==> config.mk <==
export PLATFORM = sky130hd
export DESIGN_NAME = cond_xfer_unit
export DESIGN_NICKNAME = d
export VERILOG_FILES = /design/src/rtl/cxu_pkg.sv /design/src/rtl/cxu_rst_sync.sv /design/src/rtl/cxu_cond_eval.sv /design/src/rtl/cxu_writeback.sv /design/src/rtl/cxu_out_reg.sv /design/src/rtl/cond_xfer_unit.sv
export SDC_FILE = /design/constraint.sdc
export NUM_CORES = 1
export LEC_CHECK = 0
export CORE_MARGIN = 2
export CORE_UTILIZATION = 45
export CTS_CLUSTER_DIAMETER = 30
export DETAILED_ROUTE_END_ITERATION = 8
export PLACE_DENSITY = 0.81
export SLEW_MARGIN = 20
export SYNTH_ARGS = -nofsm -noshare
export SYNTH_HDL_FRONTEND = slang
export SYNTH_SLANG_ARGS = --single-unit
==> constraint.sdc <==
create_clock -name clk -period 2.9 [get_ports clk]
set_input_delay 0.435 -clock clk [delete_from_list [all_inputs] [get_ports clk]]
set_output_delay 0.435 -clock clk [all_outputs]
set_load 0.01 [all_outputs]
==> src/rtl/cxu_pkg.sv <==
package cxu_pkg;

  typedef enum logic [3:0] {
    CC_EQ  = 4'd0,  CC_NE  = 4'd1,  CC_GEU = 4'd2,  CC_LTU = 4'd3,
    CC_GTU = 4'd4,  CC_LEU = 4'd5,  CC_PZ  = 4'd6,  CC_N   = 4'd7,
    CC_GE  = 4'd8,  CC_LT  = 4'd9,  CC_GT  = 4'd10, CC_LE  = 4'd11,
    CC_O   = 4'd12, CC_NO  = 4'd13, CC_AL  = 4'd14, CC_RSV = 4'd15
  } cc_e;

  typedef enum logic {
    WB_BIT = 1'b0,
    WB_SET = 1'b1
  } wb_mode_e;

  typedef enum logic [1:0] {
    SZ_BYTE = 2'd0,
    SZ_WORD = 2'd1,
    SZ_LONG = 2'd2,
    SZ_ALT  = 2'd3
  } opsize_e;

  typedef struct packed {
    logic c;
    logic z;
    logic s;
    logic o;
  } flags_t;

endpackage

==> src/rtl/cxu_rst_sync.sv <==
module cxu_rst_sync #(
  parameter int STAGES = 2
) (
  input  logic clk,
  input  logic rst_n,
  output logic rst_sync_n
);
  logic [STAGES-1:0] chain_q;
  logic [STAGES-1:0] chain_d;

  always_comb begin
    chain_d = {chain_q[STAGES-2:0], 1'b1};
  end

  always_ff @(posedge clk or negedge rst_n) begin
    if (!rst_n) chain_q <= '0;
    else        chain_q <= chain_d;
  end

  assign rst_sync_n = chain_q[STAGES-1];
endmodule

==> src/rtl/cxu_cond_eval.sv <==
module cxu_cond_eval
  import cxu_pkg::*;
(
  input  logic [3:0] cond,
  input  flags_t     flags,
  output logic       taken,
  output logic       reserved
);
  logic sxo;
  logic hi;

  always_comb begin
    sxo = flags.s ^ flags.o;
    hi  = flags.c & ~flags.z;
    reserved = 1'b0;
    unique case (cc_e'(cond))
      CC_EQ:  taken = flags.z;
      CC_NE:  taken = ~flags.z;
      CC_GEU: taken = flags.c;
      CC_LTU: taken = ~flags.c;
      CC_GTU: taken = hi;
      CC_LEU: taken = ~hi;
      CC_PZ:  taken = ~flags.s;
      CC_N:   taken = flags.s;
      CC_GE:  taken = ~sxo;
      CC_LT:  taken = sxo;
      CC_GT:  taken = ~(sxo | flags.z);
      CC_LE:  taken = sxo | flags.z;
      CC_O:   taken = flags.o;
      CC_NO:  taken = ~flags.o;
      CC_AL:  taken = 1'b1;
      default: begin
        taken    = 1'b0;
        reserved = 1'b1;
      end
    endcase
  end
endmodule

==> src/rtl/cxu_writeback.sv <==
module cxu_writeback
  import cxu_pkg::*;
#(
  parameter int DATA_W  = 32,
  parameter int BYTE_W  = 8,
  parameter int WORD_W  = 16,
  localparam int IDX_W  = $clog2(DATA_W),
  localparam int BIDX_W = $clog2(BYTE_W)
) (
  input  logic              mode,
  input  logic              mem_dst,
  input  logic [IDX_W-1:0]  bit_idx,
  input  logic [1:0]        size,
  input  logic [DATA_W-1:0] dst_old,
  input  logic              taken,
  input  logic              reserved,
  output logic [DATA_W-1:0] dst_next
);
  logic [IDX_W-1:0]  eff_idx;
  logic [DATA_W-1:0] ins_val;
  logic [DATA_W-1:0] set_val;
  logic [DATA_W-1:0] res_word;

  always_comb begin
    if (mem_dst) eff_idx = {{(IDX_W-BIDX_W){1'b0}}, bit_idx[BIDX_W-1:0]};
    else         eff_idx = bit_idx;
  end

  for (genvar i = 0; i < DATA_W; i++) begin : g_ins
    assign ins_val[i] = (eff_idx == IDX_W'(i)) ? taken : dst_old[i];
  end

  always_comb begin
    res_word = {{(DATA_W-1){1'b0}}, taken};
    unique case (opsize_e'(size))
      SZ_BYTE: set_val = {dst_old[DATA_W-1:BYTE_W], res_word[BYTE_W-1:0]};
      SZ_WORD: set_val = {dst_old[DATA_W-1:WORD_W], res_word[WORD_W-1:0]};
      default: set_val = res_word;
    endcase
  end

  always_comb begin
    if (reserved)                   dst_next = dst_old;
    else if (wb_mode_e'(mode) == WB_SET) dst_next = set_val;
    else                            dst_next = ins_val;
  end
endmodule

==> src/rtl/cxu_out_reg.sv <==
module cxu_out_reg #(
  parameter int DATA_W = 32
) (
  input  logic              clk,
  input  logic              rst_n,
  input  logic              en,
  input  logic [DATA_W-1:0] dst_next,
  input  logic              illegal_next,
  output logic              valid_q,
  output logic [DATA_W-1:0] dst_q,
  output logic              illegal_q
);
  logic [DATA_W-1:0] dst_d;
  logic              valid_d;
  logic              illegal_d;

  always_comb begin
    dst_d     = en ? dst_next : dst_q;
    valid_d   = en;
    illegal_d = en & illegal_next;
  end

  always_ff @(posedge clk or negedge rst_n) begin
    if (!rst_n) begin
      dst_q     <= '0;
      valid_q   <= 1'b0;
      illegal_q <= 1'b0;
    end else begin
      dst_q     <= dst_d;
      valid_q   <= valid_d;
      illegal_q <= illegal_d;
    end
  end
endmodule

==> src/rtl/cond_xfer_unit.sv <==
module cond_xfer_unit
  import cxu_pkg::*;
#(
  parameter int DATA_W = 32,
  localparam int IDX_W = $clog2(DATA_W)
) (
  input  logic              clk,
  input  logic              rst_n,
  input  logic              in_valid,
  input  logic              flag_c,
  input  logic              flag_z,
  input  logic              flag_s,
  input  logic              flag_o,
  input  logic [3:0]        cond,
  input  logic              mode,
  input  logic              mem_dst,
  input  logic [IDX_W-1:0]  bit_idx,
  input  logic [1:0]        size,
  input  logic [DATA_W-1:0] dst_old,
  output logic              out_valid,
  output logic [DATA_W-1:0] dst_new,
  output logic              illegal
);
  logic              rst_sync_n;
  flags_t            flags;
  logic              taken;
  logic              reserved;
  logic [DATA_W-1:0] dst_next;

  assign flags = '{c: flag_c, z: flag_z, s: flag_s, o: flag_o};

  cxu_rst_sync #(.STAGES(2)) u_rst (
    .clk(clk), .rst_n(rst_n), .rst_sync_n(rst_sync_n)
  );

  cxu_cond_eval u_eval (
    .cond(cond), .flags(flags), .taken(taken), .reserved(reserved)
  );

  cxu_writeback #(.DATA_W(DATA_W)) u_wb (
    .mode(mode), .mem_dst(mem_dst), .bit_idx(bit_idx), .size(size),
    .dst_old(dst_old), .taken(taken), .reserved(reserved),
    .dst_next(dst_next)
  );

  cxu_out_reg #(.DATA_W(DATA_W)) u_reg (
    .clk(clk), .rst_n(rst_sync_n), .en(in_valid),
    .dst_next(dst_next), .illegal_next(reserved),
    .valid_q(out_valid), .dst_q(dst_new), .illegal_q(illegal)
  );
endmodule

==> flow_summary.toml <==
[run_status]
outcome = "finished, final reports clean"

[placement]
place_area_sq_mm = 0.00320
detailedPlacementHpwl_um = 4870
gp_routability_congestion = 0.878
io_port_bufs = 85

[setup_path]
critical_path_required_ps = 3090
cp_slowest_stage_delay_ps = 700
crit_fanout = 23
worst_setup_path_end_kind = "register"
crit_chain = "clkdlybuf4s50_1 > nand2_1 > mux2i_1 > mux2_4 > o221ai_4 > nand2_4 > o31ai_1"
reg2reg_setup_slack_ps = 2040
critPathSlowestCell = "clkdlybuf4s50_1"
critPathKind = "in2reg"
worst_ep_arrival_time_ps = 2530
timing.critical_path.from_type = "input pin"

[clock_tree]
tritoncts_buffer_count = 5
clkTransAtPathRegs_ps = 70
cts.path.max_buffers = 2
holdBufCountCts = 0
tritoncts = "built"
cts_num_sinks = 36
count_of_cells_resized_by_post_cts_repair = 0
clockRootBuffer = "clkbuf_8"
h-tree-depth = 2
worst_skew_pair.late_latency_ps = 290
post_cts_setup_repair_bufs = 0

[drt]
drt_pre_antenna_iters = 5
num_vias = 2436
via_per_inst = 5.57
totalWireLength_um = 6680
drt_wl_cell_um = 15.3
drt_iter0_drc = 143
route.antenna.remaining_nets = 0
post_route_drc_violation_count = 0

[timing]
final-max-slew-violation-count = 0
timing.fmax_mhz = 427
timing.final.crit_period_ps = 2340
hold_viol_final = 0
max_slew.worst_pin.slew_ps = 616
count_of_endpoints_failing_setup_in_the_final_report = 0
rsz_0062_raised_after_global_routing = "no"
post-route-period-util = 0.808
slew-limit-headroom = 0.587
finalSetupTns_ps = 0
skew_ps = 1.68

[power]
p_comb_frac = 0.278
p_sw_frac = 0.278
power.sequential.fraction = 0.390
vdd_drop_max_uv = 239
cellPowerDensity_mw_per_mm2 = 448
total_leakage_power_nw = 1.38
clockPowerShare = 0.332
p_int_mw = 1.08
total_switching_power_uw = 414

[layout]
finalCoreUtilization = 0.664
drive_gt1_frac = 0.0817
fin_area_sq_mm = 0.00333
syn_to_final_growth_pct = 44.7
antennaDiodeCount = 0
net_count_of_the_finished_layout = 418

[synth]
post_synth_inst_count = 280
post-synth-top-area-fraction = 0.392
syn-cell-area_sq_mm = 0.00230
ys_warn_count = 0
synth_top_cells_by_area = "dfrtp_1 (39%), nand2_1 (9.0%), o21ai_0 (8.1%), a22oi_1 (5.5%), o31ai_1 (5.2%)"
yosys_register_bits = 36
synth_nets = 332
synth_top_area_cell = "dfrtp_1"
yosysSeqAreaShare = 0.392
synth_area_per_cell_sq_um = 8.21
synthDistinctLibCells = 42

[floorplanning]
die_h_um = 75.5
core_area_sq_mm = 0.00501
die_area_sq_mm = 0.00570
chipWidth_um = 75.5
initial_utilization = 0.459
pin_count = 86
floorplan.rows = 26

[global_routing]
grt_overflow_total = 0
grt_max_degree = 35
grt_usage = 0.242
global_route_wire_length_before_repair_um = 10600
grt_antenna_before_repair = 0
grt_pass1_vias = 2308

[run]
max_cap_violations = 0

[worst_hold_path]
min-delay-path-class = "reg2async"
## final cells by class
cell class,instances,area (sq um)
clock buffer,7,96.3
clock inverter,1,30.0
fill,438,1680
inverter,8,30.0
multi-input combinational,223,1280
sequential,36,901
tap,70,87.6
timing repair buffer,92,903
## per-layer routing
layer	GRT usage	vias to the layer above	wire (um)
li1	-	1191	-
met1	0.322	1145	2860
met2	0.401	92	3290
met3	0.0489	8	442
met4	0.0721	0	83
met5	0	-	0
## Yosys cell counts
cell type / n
clkbuf_8: 1
inv_1: 7
nor3_1: 8
and4_2: 1
mux2i_1: 2
nor3b_1: 2
and2_1: 2
and3b_1: 1
a22oi_1: 17
o21ai_1: 13
nand2b_2: 1
nand4_1: 1
a21o_1: 2
mux2_4: 1
conb_1: 1
nand2b_1: 8
nor2_2: 1
buf_6: 4
nand3_1: 7
or2b_2: 1
and3_1: 1
inv_2: 1
a21o_2: 1
o31ai_2: 4
clkbuf_1: 8
nor2b_1: 6
o31ai_1: 16
or2b_1: 1
and3b_2: 1
nand2_1: 55
nand2_4: 1
dfrtp_1: 36
o221ai_4: 1
a21oi_1: 5
o21ai_0: 37
a31oi_1: 5
o21bai_1: 1
a211o_1: 1
nand4_2: 1
nor2_1: 14
a21boi_0: 1
o221ai_1: 2
## placed cells by master, fill, tap and decap left out, types with 2 or more instances in the layout
cell / netlist / final
clkdlybuf4s50_1: 0 / 85
nand2_1: 55 / 55
o21ai_0: 37 / 37
dfrtp_1: 36 / 36
a22oi_1: 17 / 17
o31ai_1: 16 / 16
nor2_1: 14 / 14
o21ai_1: 13 / 13
nand2b_1: 8 / 8
nor3_1: 8 / 8
inv_1: 7 / 7
nand3_1: 7 / 7
clkbuf_8: 1 / 7
buf_4: 0 / 7
nor2b_1: 6 / 6
a21oi_1: 5 / 5
a31oi_1: 5 / 5
o31ai_2: 4 / 4
mux2i_1: 2 / 2
nor3b_1: 2 / 2
a21o_1: 2 / 2
and2_1: 2 / 2
o221ai_1: 2 / 2
## state kept, by name, indices dropped and copies added, names as in the netlist
signal / flops
u_reg.illegal_q: 1
u_reg.valid_q: 1
u_rst.chain_q: 2
u_reg.dst_q: 32
## power groups by stage
stage	clock, mW	combinational, mW	sequential [mW]
after global placement	0	0.405	0.590
after global routing	0.511	0.455	0.586
after detailed placement	0	0.413	0.590
after CTS	0.494	0.415	0.581
final	0.495	0.415	0.581
after floorplan	0	0.165	0.616
## cells by family (layout without fill, tap and decap cells)
logic type             after synthesis  after routing  synth area share
and+or+nand+nor                    113            113             0.237
AOI/OAI and AO/OA                  106            106             0.303
DFF                                 36             36             0.392
buffers and inverters               21            108            0.0517
muxes                                3              3            0.0152
other                                1              1           0.00163
## metrics by stage
step | std cells | worst slack [ps] | hold slack, ps | total power, mW
detailed placement | 429 | 296 | 294 | 1.00
global placement | 429 | 380 | 283 | 0.995
global route | 437 | 440 | 298 | 1.55
CTS | 437 | 582 | 290 | 1.49
floorplan | 280 | 998 | 139 | 0.781
finish | 437 | 556 | 280 | 1.49
## worst max-delay path, delay by kind of cell
family	cells	cell delay [ps]
compound gates	2	560
mux	2	530
simple gates	2	300
buf+inv	1	700
## worst paths after layout
path | cells past startpoint | startpoint | endpoint
max | 7 | cond[2] | u_reg.dst_q[29]$_DFFE_PN0P_
min | 1 | u_rst.chain_q[1]$_DFF_PN0_ | u_reg.dst_q[22]$_DFFE_PN0P_
max reg2reg | 4 | u_reg.dst_q[4]$_DFFE_PN0P_ | u_reg.dst_q[4]$_DFFE_PN0P_
min reg2reg | 1 | u_rst.chain_q[1]$_DFF_PN0_ | u_reg.dst_q[22]$_DFFE_PN0P_
max in group asynchronous | 1 | u_rst.chain_q[1]$_DFF_PN0_ | u_reg.dst_q[10]$_DFFE_PN0P_
min in group clk | 0 | u_rst.chain_q[0]$_DFF_PN0_ | u_rst.chain_q[1]$_DFF_PN0_
No activity file was read; power rests on OpenSTA's default activity.
